--- config.mk ---
export PLATFORM = sky130hd
export DESIGN_NAME = inj_trig_seq
export DESIGN_NICKNAME = d
export VERILOG_FILES = /design/src/rtl/inj_trig_pkg.sv /design/src/rtl/evt_edge_detect.sv /design/src/rtl/trig_cfg_regs.sv /design/src/rtl/trig_seq_ctrl.sv /design/src/rtl/inj_trig_seq.sv
export SDC_FILE = /design/constraint.sdc
export NUM_CORES = 1
export LEC_CHECK = 0
export ABC_AREA = 1
export BUFFER_PORTS_ARGS = -buffer_cell sky130_fd_sc_hd__buf_2
export CORE_ASPECT_RATIO = 1.75
export CORE_UTILIZATION = 56
export CTS_CLUSTER_SIZE = 28
export DETAILED_ROUTE_END_ITERATION = 8
export PLACE_DENSITY = 0.77
export REMOVE_ABC_BUFFERS = 1
export SYNTH_ARGS = -nofsm -noshare
export SYNTH_HDL_FRONTEND = slang
export SYNTH_SLANG_ARGS = --single-unit
--- constraint.sdc ---
create_clock -name clk -period 1.98 [get_ports clk]
set_clock_uncertainty 0.05 [all_clocks]
set_input_delay 0.099 -clock clk [delete_from_list [all_inputs] [get_ports clk]]
set_output_delay 0.099 -clock clk [all_outputs]
set_load 0.05 [all_outputs]
--- src/rtl/inj_trig_pkg.sv ---
package inj_trig_pkg;
   typedef enum logic [1:0] {
      EDGE_OFF  = 2'b00,
      EDGE_RISE = 2'b01,
      EDGE_FALL = 2'b10,
      EDGE_BOTH = 2'b11
   } edge_mode_e;
endpackage

--- src/rtl/evt_edge_detect.sv ---
module evt_edge_detect #(
   parameter int N_EVT       = 32,
   parameter int SYNC_STAGES = 2,
   localparam int SEL_W      = $clog2(N_EVT)
) (
   input  logic             clk,
   input  logic             rst_n,
   input  logic [N_EVT-1:0] evt_in,
   input  logic [SEL_W-1:0] sel,
   output logic             rise,
   output logic             fall
);
   logic [N_EVT-1:0] rise_vec;
   logic [N_EVT-1:0] fall_vec;

   generate
      if (SYNC_STAGES < 2) begin : g_bad_sync
         $error("evt_edge_detect: SYNC_STAGES must be at least 2");
      end
      if (N_EVT < 2) begin : g_bad_n
         $error("evt_edge_detect: N_EVT must be at least 2");
      end
      for (genvar i = 0; i < N_EVT; i++) begin : g_line
         // stages [SYNC_STAGES-1:0] synchronize; the extra top stage holds the previous sample
         logic [SYNC_STAGES:0] pipe;
         always_ff @(posedge clk) begin
            if (!rst_n) pipe <= '0;
            else        pipe <= {pipe[SYNC_STAGES-1:0], evt_in[i]};
         end
         assign rise_vec[i] =  pipe[SYNC_STAGES-1] & ~pipe[SYNC_STAGES];
         assign fall_vec[i] = ~pipe[SYNC_STAGES-1] &  pipe[SYNC_STAGES];
      end
   endgenerate

   assign rise = rise_vec[sel];
   assign fall = fall_vec[sel];
endmodule

--- src/rtl/trig_cfg_regs.sv ---
module trig_cfg_regs #(
   parameter int SEL_W = 5,
   parameter int LEN_W = 2
) (
   input  logic             clk,
   input  logic             rst_n,
   input  logic             we,
   input  logic             busy,
   input  logic [1:0]       edge_d,
   input  logic [SEL_W-1:0] sel_d,
   input  logic [LEN_W-1:0] len_d,
   output logic [1:0]       edge_q,
   output logic [SEL_W-1:0] sel_q,
   output logic [LEN_W-1:0] len_q
);
   always_ff @(posedge clk) begin
      if (!rst_n) begin
         edge_q <= '0;
         sel_q  <= '0;
         len_q  <= '0;
      end else if (we && !busy) begin
         edge_q <= edge_d;
         sel_q  <= sel_d;
         len_q  <= len_d;
      end
   end

   AST_CFG_LOCKED: assert property (@(posedge clk) disable iff (!rst_n)
      busy |=> $stable({edge_q, sel_q, len_q}));
endmodule

--- src/rtl/trig_seq_ctrl.sv ---
module trig_seq_ctrl #(
   parameter int LEN_W = 2
) (
   input  logic             clk,
   input  logic             rst_n,
   input  logic             trig,
   input  logic [LEN_W-1:0] len_q,
   input  logic             conv_done,
   output logic             conv_start,
   output logic [LEN_W-1:0] slot,
   output logic             busy,
   output logic             eos
);
   logic             busy_q, start_q, eos_q;
   logic [LEN_W-1:0] slot_q;
   logic             done_ok;

   assign done_ok = busy_q && !start_q && conv_done;

   always_ff @(posedge clk) begin
      if (!rst_n) begin
         busy_q  <= 1'b0;
         start_q <= 1'b0;
         eos_q   <= 1'b0;
         slot_q  <= '0;
      end else begin
         start_q <= 1'b0;
         eos_q   <= 1'b0;
         if (!busy_q) begin
            if (trig) begin
               busy_q  <= 1'b1;
               start_q <= 1'b1;
               slot_q  <= '0;
            end
         end else if (done_ok) begin
            if (slot_q == len_q) begin
               busy_q <= 1'b0;
               eos_q  <= 1'b1;
            end else begin
               slot_q  <= slot_q + 1'b1;
               start_q <= 1'b1;
            end
         end
      end
   end

   assign conv_start = start_q;
   assign slot       = slot_q;
   assign busy       = busy_q;
   assign eos        = eos_q;

   AST_START_PULSE: assert property (@(posedge clk) disable iff (!rst_n)
      start_q |=> !start_q);
   AST_SLOT_RANGE: assert property (@(posedge clk) disable iff (!rst_n)
      start_q |-> (busy_q && slot_q <= len_q));
   AST_EOS_AT_FALL: assert property (@(posedge clk) disable iff (!rst_n)
      $fell(busy_q) |-> eos_q);
   AST_EOS_IDLE: assert property (@(posedge clk) disable iff (!rst_n)
      eos_q |-> (!busy_q && !start_q));
   AST_IDLE_DONE_IGNORED: assert property (@(posedge clk) disable iff (!rst_n)
      (!busy_q && !trig) |=> (!busy_q && !start_q));
endmodule

--- src/rtl/inj_trig_seq.sv ---
module inj_trig_seq
   import inj_trig_pkg::*;
#(
   parameter int N_EVT       = 32,
   parameter int SYNC_STAGES = 2,
   parameter int LEN_W       = 2,
   localparam int SEL_W      = $clog2(N_EVT)
) (
   input  logic             clk,
   input  logic             rst_n,
   input  logic             cfg_we,
   input  logic [1:0]       cfg_edge_d,
   input  logic [SEL_W-1:0] cfg_sel_d,
   input  logic [LEN_W-1:0] cfg_len_d,
   output logic [1:0]       cfg_edge_q,
   output logic [SEL_W-1:0] cfg_sel_q,
   output logic [LEN_W-1:0] cfg_len_q,
   input  logic             queue_mode,
   input  logic             queue_dis,
   input  logic             ctx_empty,
   input  logic [N_EVT-1:0] evt_in,
   input  logic             sw_start,
   output logic             conv_start,
   output logic [LEN_W-1:0] conv_slot,
   input  logic             conv_done,
   output logic             busy,
   output logic             eos
);
   generate
      if (LEN_W < 1) begin : g_bad_len
         $error("inj_trig_seq: LEN_W must be at least 1");
      end
   endgenerate

   logic       rise, fall, hw_hit, hw_ok, sw_ok, blocked, trig;
   edge_mode_e mode;

   trig_cfg_regs #(.SEL_W(SEL_W), .LEN_W(LEN_W)) u_cfg (
      .clk(clk), .rst_n(rst_n), .we(cfg_we), .busy(busy),
      .edge_d(cfg_edge_d), .sel_d(cfg_sel_d), .len_d(cfg_len_d),
      .edge_q(cfg_edge_q), .sel_q(cfg_sel_q), .len_q(cfg_len_q));

   evt_edge_detect #(.N_EVT(N_EVT), .SYNC_STAGES(SYNC_STAGES)) u_edge (
      .clk(clk), .rst_n(rst_n), .evt_in(evt_in), .sel(cfg_sel_q),
      .rise(rise), .fall(fall));

   assign mode = edge_mode_e'(cfg_edge_q);

   always_comb begin
      unique case (mode)
         EDGE_RISE: hw_hit = rise;
         EDGE_FALL: hw_hit = fall;
         EDGE_BOTH: hw_hit = rise | fall;
         default:   hw_hit = 1'b0;
      endcase
   end

   assign blocked = queue_mode & ctx_empty;
   assign hw_ok   = !blocked && (mode != EDGE_OFF);
   assign sw_ok   = !blocked && !((mode == EDGE_OFF) && !queue_dis);
   assign trig    = (hw_ok && hw_hit) || (sw_ok && sw_start);

   trig_seq_ctrl #(.LEN_W(LEN_W)) u_seq (
      .clk(clk), .rst_n(rst_n), .trig(trig), .len_q(cfg_len_q),
      .conv_done(conv_done), .conv_start(conv_start), .slot(conv_slot),
      .busy(busy), .eos(eos));

   AST_QUEUE_BLOCK: assert property (@(posedge clk) disable iff (!rst_n)
      (queue_mode && ctx_empty && !busy) |=> !busy);
   AST_OFF_NO_START: assert property (@(posedge clk) disable iff (!rst_n)
      (cfg_edge_q == 2'b00 && !queue_dis && !busy) |=> !busy);
   AST_START_WITH_BUSY: assert property (@(posedge clk) disable iff (!rst_n)
      conv_start |-> busy);
endmodule

==> results by group <==
Worst setup path
  – Crit path to: u_seq.slot[0]
  – R2r startpoint: u_cfg.sel_q[1]
  – Largest fanout on the critical path: 7
  – Worst-case reg-to-reg path depth: 12
  – Crit path required time: 2.17 ns
  – Critical Path Source: u_cfg.sel_q[1]
  – Critical R2R Capture: u_seq.slot[0]
  – Startpoint class of the critical path: register
  – Worst Setup End Kind: register
  – Setup slack, reg-to-reg: 0.13 ns
  – Kind of critical path: reg -> reg
  – CP arrival: around 2 ns

Clocking
  – CTS HTree Levels: 3
  – Num CTS Buffers: 9
  – TritonCTS clock tree: built
  – Later-pin clock latency in the skew report: 0.35 ns
  – Total clock sinks: 110
  – CTS Root Cell: clkbuf_16
  – CTS clock-pin slew for the worst setup and hold paths: 0.07 ns
  – Postcts setup bufs: 0
  – CTS max path bufs: 2

Timing
  – Fmax: 539 MHz
  – Worst slew margin relative to its limit: 59.9%
  – Final Hold Viols: 0
  – # setup viols final: 0
  – Slew Viols, Final: 0
  – Min Clock Period, post-route: 1.85 ns
  – Worst-Margin Slew: 0.594 ns
  – Tcrit/Tclk final: 93.6%

Detailed routing
  – DR WL/cell: 11.0 um
  – Pre-antenna DRT Iters: 4
  – Final wirelength: 8180 um
  – Via count: 3544
  – Number of remaining DRC errors: 0
  – Antenna-violating nets left: 0
  – Vias per cell: ~4.8
  – Drt initial violations: 220

Global routing
  – Initial antenna violation count: 0
  – First-pass GRT wire length: 13100 um
  – Largest net degree at the start of global routing: 52
  – Total grt overflow: 0
  – Vias in the first global route: between 3000 and 4000
  – Global Route Usage Sum: 22.5%

Yosys
  – Synthesis Warnings: 0
  – Syn Area/Cell: 7.41 um2
  – Largest area contributor in the netlist: dfxtp_1
  – Distinct cells, synth: 22
  – Share of the synthesized area in the top cell type: 53.3%
  – Register area share after synthesis: 53.3%
  – Synth area leaders: dfxtp_1 (53%), inv_1 (12%), nand2_1 (12%), nand3_1 (11%), o21ai_0 (3.2%)
  – Post-Synthesis Cells: 557
  – Cell area after synthesis: between 0.004 and 0.005 mm2
  – Synthesized flop and latch total: 110

Final layout
  – Commonest non-fill, non-tap cells in the layout: inv_1 (132), nand2_1 (127), dfxtp_1 (109)
  – P&R area growth vs syn: 25.0%
  – Final Util: between 70 and 80%
  – Nets: 702
  – Most common cell after layout, fill and taps aside: inv_1
  – Ant diodes: 0
  – Fin area: roughly 0.0052 mm2
  – Non-filler cells, final: 744
  – # fillers: 581
  – Share of post-route cells with drive strength above 1: 14.3%

Die
  – Die area: 0.00773 mm2
  – Starting density of the core: 57.5%
  – # rows: 41
  – Die H: 116 um
  – # IOs: between 60 and 70
  – Core area: 0.00718 mm2
  – Die Wd: 66.9 um

Placement
  – Routability cong.: 0.879
  – Post-DP HPWL: ~5300 um
  – Port bufs: 62
  – Placed insts: approximately 690
  – Placed inst area: 0.00450 mm2

Power
  – Pwr Density: 910 mW/mm2
  – P_leak: about 2.9 nW
  – Overall Power: 4.70 mW
  – IR drop worst, VDD: 0.555 mV

Hold path
  – Min-delay worst type: in -> reg

Outcome
  – Outcome: finished clean

Flow run
  – Max Cap Viol: 0
stage by stage:
step           worst slack (ns)  hold WS, ns  setup TNS, ns
6_report                  0.126      0.00446              0
4_1_cts                  0.0899      0.00457              0
5_1_grt                -0.00128       0.0327       -0.00128
3_3_place_gp              0.228        0.228              0
2_1_floorplan            -0.766        0.142          -2.81
3_5_place_dp              0.113        0.232              0
cell families after synthesis:
| group | after synthesis | share of synthesized area [%] |
|---|---|---|
| and+or+nand+nor | 239 | 24.7 |
| buffers and inverters | 158 | 15.4 |
| DFF | 110 | 53.3 |
| AOI/OAI and AO/OA | 47 | 5.94 |
| xor gates and xnor gates | 3 | 0.637 |
timing repair:
action                     CTS  global route
setup endpoints to repair    0             3
gates resized for setup      0             6
hold buffers                37             0
hold endpoints to repair    37             0
how the worst min path moves through the flow:
stage / startpoint / endpoint / slack [ns] / cells past startpoint
3_5_place_dp: evt_in[16] / u_edge.g_line[16].pipe[0] / 0.23 / 3
3_3_place_gp: evt_in[3] / u_edge.g_line[3].pipe[0] / 0.23 / 3
2_1_floorplan: rst_n / u_edge.g_line[0].pipe[0] / 0.14 / 2
5_1_grt: cfg_sel_d[0] / u_cfg.sel_q[0] / 0.03 / 3
6_report: cfg_sel_d[0] / u_cfg.sel_q[0] / 0.004 / 3
4_1_cts: cfg_sel_d[0] / u_cfg.sel_q[0] / 0.005 / 3
where the power goes:
| part | switching (mW) | internal, mW |
|---|---|---|
| Clock | 0.793 | 0.854 |
| Sequential | 0.0686 | 2.32 |
| Combinational | 0.403 | 0.257 |
| Total | 1.27 | 3.43 |
state kept, by name (all words and copies together) (netlist names):
name and count:
u_cfg.len_q 2, u_seq.busy 1, u_cfg.sel_q 5, u_seq.eos 1
u_seq.slot 2, u_cfg.edge_q 2, u_seq.conv_start 1, u_edge.g_line.pipe 96
cell usage after synthesis (all sizes together):
| library cell | count |
|---|---|
| a21oi | 14 |
| inv | 134 |
| or2 | 1 |
| nor2 | 20 |
| xnor2 | 3 |
| o311ai | 1 |
| buf | 10 |
| nand2 | 128 |
| clkinv | 1 |
| o21a | 1 |
| dfxtp | 110 |
| clkbuf | 13 |
| nand3 | 90 |
| o21ai | 31 |
layout make-up:
cell class / instances / area (um2) / area share (%)
clock inverter: 7 / 48.8 / 0.946
tap: 86 / 108 / 2.09
multi-input combinational: 289 / 1290 / 25.0
sequential: 110 / 2200 / 42.7
clock buffer: 9 / 225 / 4.36
inverter: 135 / 512 / 9.92
timing repair buffer: 108 / 772 / 15.0
critical path, stage by stage (launching register included):
cell	delay, ns
dfxtp_1	0.49
buf_4	0.22
nand3_1	0.09
nand3_1	0.09
nand3_1	0.09
nand3_1	0.10
nand2_1	0.06
nand2_1	0.05
nand2_1	0.06
nand2_2	0.07
nand3_2	0.09
a21oi_1	0.20
nor2_1	0.07
per-layer routing:
metal | part of all wire, % | track usage [%]
met1 | 41 | 23.1
met2 | 52 | 40.2
met3 | 5.1 | 4.63
met4 | 2.4 | 14.2
met5 | 0 | 0
Note: power is estimated with default switching activity, not from simulation.
